`src/rtl/i2c_csr_pkg.sv`:
```
package i2c_csr_pkg;

    typedef enum logic [1:0] {
        MODE_PORT = 2'b00,
        MODE_RSV1 = 2'b01,
        MODE_I2C  = 2'b10,
        MODE_RSV3 = 2'b11
    } bus_mode_e;

    // Control byte as written by the CPU, bit 7 first.
    typedef struct packed {
        logic      role;
        logic      dir;
        logic      start_not_stop;
        logic      cancel;
        bus_mode_e mode;
        logic [1:0] rst_field;
    } ctrl_wr_t;

    // Status byte as read by the CPU, bit 7 first.
    typedef struct packed {
        logic role;
        logic dir;
        logic busy;
        logic released;
        logic arb_lost;
        logic addr_hit;
        logic gcall;
        logic last_bit;
    } stat_t;

    localparam int    BYTE_W    = $bits(stat_t);
    localparam stat_t STAT_INIT = stat_t'(8'h10);

    localparam logic [1:0] RST_STEP_ARM  = 2'b10;
    localparam logic [1:0] RST_STEP_FIRE = 2'b01;

    // Start or stop is only honoured when role, direction and cancel are all set.
    function automatic logic cond_cmd_ok(input ctrl_wr_t w);
        return w.role & w.dir & w.cancel;
    endfunction

endpackage

```
`src/rtl/i2c_swrst_seq.sv`:
```
module i2c_swrst_seq
    import i2c_csr_pkg::*;
(
    input  logic       clk,
    input  logic       rst,
    input  logic       wr_hit,
    input  logic [1:0] field,
    output logic       fire,
    output logic       pulse
);

    logic armed_q;

    always_comb fire = wr_hit && armed_q && (field == RST_STEP_FIRE);

    always_ff @(posedge clk) begin
        if (rst) begin
            armed_q <= 1'b0;
            pulse   <= 1'b0;
        end else begin
            pulse <= fire;
            if (wr_hit)
                armed_q <= (field == RST_STEP_ARM);
        end
    end

endmodule

```
`src/rtl/i2c_ctrl_decode.sv`:
```
module i2c_ctrl_decode
    import i2c_csr_pkg::*;
(
    input  logic      clk,
    input  logic      rst,
    input  logic      wr_hit,
    input  ctrl_wr_t  wr,
    input  logic      fire,
    input  logic      busy,
    output logic      master,
    output logic      tx,
    output bus_mode_e mode,
    output logic      start_p,
    output logic      stop_p
);

    logic go;

    always_comb go = wr_hit && !fire && cond_cmd_ok(wr);

    always_ff @(posedge clk) begin
        if (rst) begin
            master  <= 1'b0;
            tx      <= 1'b0;
            mode    <= MODE_PORT;
            start_p <= 1'b0;
            stop_p  <= 1'b0;
        end else begin
            start_p <= go && wr.start_not_stop && !busy;
            stop_p  <= go && !wr.start_not_stop;
            if (fire) begin
                master <= 1'b0;
                tx     <= 1'b0;
                mode   <= wr.mode;
            end else if (wr_hit) begin
                master <= wr.role;
                tx     <= wr.dir;
                mode   <= wr.mode;
            end
        end
    end

endmodule

```
`src/rtl/i2c_status_reg.sv`:
```
module i2c_status_reg
    import i2c_csr_pkg::*;
(
    input  logic  clk,
    input  logic  rst,
    input  logic  fire,
    input  logic  cancel_wr,
    input  logic  int_req,
    input  logic  eng_master,
    input  logic  eng_tx,
    input  logic  eng_busy,
    input  logic  eng_arb_lost,
    input  logic  eng_addr_hit,
    input  logic  eng_gcall,
    input  logic  eng_last_bit,
    output stat_t stat
);

    always_ff @(posedge clk) begin
        if (rst || fire) begin
            stat <= STAT_INIT;
        end else begin
            stat.role     <= eng_master;
            stat.dir      <= eng_tx;
            stat.busy     <= eng_busy;
            stat.arb_lost <= eng_arb_lost;
            stat.addr_hit <= eng_addr_hit;
            stat.gcall    <= eng_gcall;
            stat.last_bit <= eng_last_bit;
            if (int_req)
                stat.released <= 1'b0;
            else if (cancel_wr)
                stat.released <= 1'b1;
        end
    end

endmodule

```
`src/rtl/i2c_csr_unit.sv`:
```
module i2c_csr_unit
    import i2c_csr_pkg::*;
#(
    parameter int              ADDR_W   = 8,
    parameter logic [ADDR_W-1:0] CSR_ADDR = 8'h3A
) (
    input  logic              clk,
    input  logic              rst,
    input  logic [ADDR_W-1:0] cpu_addr,
    input  logic              cpu_wr,
    input  logic              cpu_rd,
    input  logic [7:0]        cpu_wdata,
    output logic [7:0]        cpu_rdata,
    input  logic              eng_master,
    input  logic              eng_tx,
    input  logic              eng_busy,
    input  logic              eng_arb_lost,
    input  logic              eng_addr_hit,
    input  logic              eng_gcall,
    input  logic              eng_last_bit,
    input  logic              eng_int_req,
    output logic              cmd_master,
    output logic              cmd_tx,
    output logic [1:0]        cmd_mode,
    output logic              serial_en,
    output logic              start_req,
    output logic              stop_req,
    output logic              sw_rst,
    output logic              irq
);

    logic      wr_hit;
    logic      rd_hit;
    logic      fire;
    logic      cancel_wr;
    ctrl_wr_t  wr_fields;
    stat_t     stat_q;
    bus_mode_e mode_q;

    always_comb begin
        wr_hit    = cpu_wr && (cpu_addr == CSR_ADDR);
        rd_hit    = cpu_rd && (cpu_addr == CSR_ADDR);
        wr_fields = ctrl_wr_t'(cpu_wdata);
        cancel_wr = wr_hit && wr_fields.cancel;
    end

    i2c_swrst_seq u_seq (
        .clk   (clk),
        .rst   (rst),
        .wr_hit(wr_hit),
        .field (wr_fields.rst_field),
        .fire  (fire),
        .pulse (sw_rst)
    );

    i2c_ctrl_decode u_ctrl (
        .clk    (clk),
        .rst    (rst),
        .wr_hit (wr_hit),
        .wr     (wr_fields),
        .fire   (fire),
        .busy   (stat_q.busy),
        .master (cmd_master),
        .tx     (cmd_tx),
        .mode   (mode_q),
        .start_p(start_req),
        .stop_p (stop_req)
    );

    i2c_status_reg u_stat (
        .clk         (clk),
        .rst         (rst),
        .fire        (fire),
        .cancel_wr   (cancel_wr),
        .int_req     (eng_int_req),
        .eng_master  (eng_master),
        .eng_tx      (eng_tx),
        .eng_busy    (eng_busy),
        .eng_arb_lost(eng_arb_lost),
        .eng_addr_hit(eng_addr_hit),
        .eng_gcall   (eng_gcall),
        .eng_last_bit(eng_last_bit),
        .stat        (stat_q)
    );

    always_comb begin
        cmd_mode  = mode_q;
        serial_en = (mode_q == MODE_I2C);
        irq       = !stat_q.released && serial_en;
        cpu_rdata = rd_hit ? BYTE_W'(stat_q) : '0;
    end

endmodule

```
`config.mk`:
```
export PLATFORM = sky130hd
export DESIGN_NAME = i2c_csr_unit
export DESIGN_NICKNAME = d
export VERILOG_FILES = /design/src/rtl/i2c_csr_pkg.sv /design/src/rtl/i2c_swrst_seq.sv /design/src/rtl/i2c_ctrl_decode.sv /design/src/rtl/i2c_status_reg.sv /design/src/rtl/i2c_csr_unit.sv
export SDC_FILE = /design/constraint.sdc
export NUM_CORES = 1
export LEC_CHECK = 0
export BUFFER_PORTS_ARGS = -buffer_cell sky130_fd_sc_hd__buf_4
export CORE_MARGIN = 3
export CORE_UTILIZATION = 42
export DETAILED_ROUTE_END_ITERATION = 16
export PLACE_DENSITY = 0.83
export SETUP_SLACK_MARGIN = 0.02
export SLEW_MARGIN = 20
export SYNTH_ARGS = -nofsm -noshare
export SYNTH_HDL_FRONTEND = slang
export SYNTH_SLANG_ARGS = --single-unit
```
`constraint.sdc`:
```
create_clock -name clk -period 2.2 [get_ports clk]
set_input_delay 0.33 -clock clk [delete_from_list [all_inputs] [get_ports clk]]
set_output_delay 0.33 -clock clk [all_outputs]
set_load 0.005 [all_outputs]
```
== Yosys cells after proc, flatten, opt, wreduce, memory -nomap -nowiden ==
Cells that the tools add are included.
W data, S select, Z words.

* Bits in registers: 16
* Word-level logic and storage cells: 45
* Output and inout bits: 17
* Input port bits: 28

* Equal/unequal tests: 4
* Bitwise operators: 2
* Muxes and demuxes: 5
* Reduce and logical (&&, ||, !) cells: 19

{| class="wikitable"
|+ Operator list
! kind !! number
|-
| $logic_and A1 B1 Y1 || 11
|-
| $eq A8 B6 Y1 const B || 1
|-
| $mux W8 || 1
|-
| $eq A2 B2 Y1 const B || 2
|-
| $logic_not A1 Y1 || 4
|-
| $mux W2 || 2
|-
| $reduce_bool A2 Y1 || 2
|-
| $and A1 B1 Y1 || 2
|-
| $eq A2 B1 Y1 const B || 1
|-
| $mux W1 || 2
|-
| $reduce_or A2 Y1 || 1
|-
| $logic_or A1 B1 Y1 || 1
|}

== Depth between registers and ports, before layout ==
* Word-level depth: 9
* Mapped depth: 4
* Gate-level depth less buffers: 3

== By module ==
From an unflattened synthesis, not the netlist that was laid out.

* Cells, all modules: 73
* Area total of the unflattened synthesis: 708.2 um2

{| class="wikitable"
|+ By module, submodules not included
! module !! cells each !! times used !! area each (um2) !! sequential area each (um2)
|-
| i2c_ctrl_decode || 22 || 1 || 221.5 || 120.1
|-
| i2c_status_reg || 18 || 1 || 219.0 || 160.2
|-
| i2c_csr_unit || 26 || 1 || 190.2 || 0.0
|-
| i2c_swrst_seq || 7 || 1 || 77.6 || 40.0
|}

== Least setup slack after synthesis ==
OpenSTA, ideal clock, no wires.

* Path type: input to output
* Start point: in cpu_addr[2]
* End point: out cpu_rdata[0]
* Cell stages on the path: 3
* Path buffers: 0
* Data required time: 1.870 ns
* Setup slack: 0.825 ns
* Data arrival time: 1.045 ns
* Cells stage by stage: nor4b_4 -> and3_2 -> and2_1

* Word-level cells in the longest chain between the ends: 3

{| class="wikitable"
|+ Ends and longest elaborated chain
! what !! line !! RTL
|-
| start, declared || i2c_csr_unit.sv:9 || <nowiki>input logic [ADDR_W-1:0] cpu_addr,</nowiki>
|-
| $eq A8 B6 Y1 || i2c_csr_unit.sv:42 || <nowiki>rd_hit = cpu_rd && (cpu_addr == CSR_ADDR);</nowiki>
|-
| $logic_and A1 B1 Y1 || i2c_csr_unit.sv:42 ||
|-
| $mux W8 || i2c_csr_unit.sv:90 || <nowiki>cpu_rdata = rd_hit ? BYTE_W'(stat_q) : '0;</nowiki>
|-
| end, declared || i2c_csr_unit.sv:13 || <nowiki>output logic [7:0] cpu_rdata,</nowiki>
|}

Every way passes these cells.

== Worst setup path after layout ==
* Start point: in cpu_addr[2]
* End point: out cpu_rdata[6]

The elaborated chain is that of the path after synthesis.

==> flow_summary_export.csv <==
group,metric,value,unit
status,status,"completed",
flow_run,drv_cap,0,
die,initial_core_util,0.482,
sta,fin_tns_setup,0,ns
clock_tree,cts_setup_buffers,0,
placed_design,dp_hpwl,1350,um
logic_synthesis,yosysSeqAreaShare,0.475,
sta,fin_crit,1.68,ns
placed_design,port_buffers,44,
pwr,ir_worst_vdd,0.000563,V
placed_design,gp_routability_congestion,0.715,
cells_and_area,area_delta_synth_final,55.8,%
pwr,p_per_area,523,nW/um^2
sta,worst_pin_slew,0.511,ns
cells_and_area,fin_area,1050,sq um
sta,max_slew_margin,0.658,
logic_synthesis,syn_nets,93,
global_routing,grt_max_degree,15,
logic_synthesis,synthCells,65,
critical_path,setup.worst_path.start_class,"primary input",
global_routing,grt_pass1_vias,538,
sta,finClkSkew,0.000831,ns
die,core_area,1400,sq um
sta,max_freq,594,MHz
cells_and_area,final_nets,140,
clock_tree,clk_pin_slew_worst_paths,0.09,ns
placed_design,place_area,1010,sq um
detailed_routing,wirelength,1610,um
sta,setup-violations-final,0,
worst_hold_path,hp-class,"in -> reg",
sta,period_share,0.765,
critical_path,endpoint_kind,"output port",
logic_synthesis,yosysWarnings,0,
logic_synthesis,ys_ff_latch,16,
die,die_w,46.1,um
logic_synthesis,netlist_area,674,sq um
clock_tree,clk_latency,0.28,ns
cells_and_area,n_antenna_cell,0,
clock_tree,cts_tree,"yes",
die,fp-row-count,13,
critical_path,critical_path_required,1.87,ns
global_routing,grt.total_usage,0.156,
detailed_routing,num_vias,603,
detailed_routing,first_pass_iters,2,
sta,rsz0062_at_grt,"false",
detailed_routing,post_drt_via_cell_ratio,4.79,
critical_path,critPathMaxFanout,8,
cells_and_area,drive_gt1_frac,0.468,
detailed_routing,drc,0,
critical_path,cp.arrival,1.35,ns
clock_tree,h-tree-depth,1,
detailed_routing,drt_iter0_markers,7,
global_routing,grt_overflow_total,0,
die,die_h,46.1,um
logic_synthesis,synth.avg_cell_area,10.4,sq um
global_routing,antenna_found_initial,0,
pwr,p_leak,0.000497,uW
sta,slew_viol_final,0,
clock_tree,cts.sinks,16,
detailed_routing,wl_per_cell,12.8,um
sta,hold_viol,0,
clock_tree,cts_root_buf,"clkbuf_4",
clock_tree,cts_hold_buf,0,
clock_tree,numCtsBuffers,3,
global_routing,grt_pass1_wl,2330,um
detailed_routing,ant_nets,0,
logic_synthesis,yosysUniqueCellTypes,19,
critical_path,critPathKind,"in -> out",
die,ios,45,
clock_tree,clk_path_buf_depth,2,
die,dieArea,2120,sq um
clock_tree,cts_resized,0,
==> path summary, 6_finish.rpt <==
kind / startpoint / endpoint / slack [ns] / cells past startpoint
max: cpu_addr[2] / cpu_rdata[6] / 0.52 / 5
min: cpu_wdata[5] / u_ctrl.stop_p / 0.22 / 2
max reg2reg: u_seq.armed_q / u_stat.stat[4] / 0.96 / 3
min reg2reg: u_ctrl.master / u_ctrl.master / 0.49 / 2
==> kinds of logic after synthesis <==
family | count (synthesis) | share of synthesized area
and+or+nand+nor | 39 | 0.408
DFF | 16 | 0.475
muxes | 5 | 0.0742
AOI/OAI and AO/OA | 3 | 0.0297
buffers and inverters | 2 | 0.0130
==> worst max-delay path: stages <==
cell and delay [ns]:
buf_4 0.12, nor4b_4 0.35, and3_2 0.31, and2_1 0.15
buf_4 0.10
==> synthesized netlist by cell type <==
cell type	instances	area share
nor4_1	2	0.019
clkbuf_2	1	0.0074
and3_2	2	0.022
o21ai_0	1	0.0074
or3b_2	1	0.013
nand3_1	1	0.0074
clkbuf_1	1	0.0056
mux2i_1	5	0.074
a41oi_1	1	0.013
nand4_1	1	0.0093
nor3_1	1	0.0074
and4b_1	2	0.030
a31oi_1	1	0.0093
and2_1	15	0.14
dfxtp_1	16	0.47
nand3b_1	3	0.033
nor2b_1	2	0.019
nor4b_4	1	0.035
nand2b_1	8	0.074
==> through the flow <==
stage               total power (uW)  setup slack, ns   util  instances  hold slack, ns
finish                           550            0.516  0.751        126           0.220
global route                     573            0.417  0.751        126           0.215
CTS                              558            0.504  0.751        126           0.214
detailed placement               369            0.505  0.725        122           0.471
global placement                 366            0.554  0.725        122           0.463
floorplan                        324            0.825      -         65           0.409
==> report_power, final <==
part           internal (uW)  leakage (uW)  switching [uW]
Combinational           42.3      0.000345            18.9
Sequential               298      0.000131            2.71
Clock                    101     0.0000210            88.0
==> layer usage <==
layer / share of wire / track usage
met1: 0.39 / 0.181
met2: 0.54 / 0.277
met3: 0.073 / 0.0586
met4: 0 / 0.0170
met5: 0 / 0
==> flip-flops by register name, indices dropped and copies added (netlist names) <==
register and flops:
u_stat.stat 8, u_seq.pulse 1, u_ctrl.start_p 1, u_ctrl.stop_p 1
u_ctrl.tx 1, u_seq.armed_q 1, u_ctrl.master 1, u_ctrl.mode 2
==> cells in the final DEF, fill, tap and decap left out, drive strengths merged <==
cell type / count
nor2b: 2
and2: 15
and4b: 2
o21ai: 1
clkbuf: 4
buf: 44
dfxtp: 16
a41oi: 1
nand2b: 8
nor4: 2
and3: 2
nand3: 1
mux2i: 5
or3b: 1
nand3b: 3
nand4: 1
nor4b: 1
a31oi: 1
nor3: 1
==> area by class of cell <==
class	count	area (sq um)
fill	109	348
multi-input combinational	47	345
timing repair buffer	44	330
sequential	16	320
clock buffer	4	36.3
tap	15	18.8
Note: power is estimated with default switching activity, not from simulation.
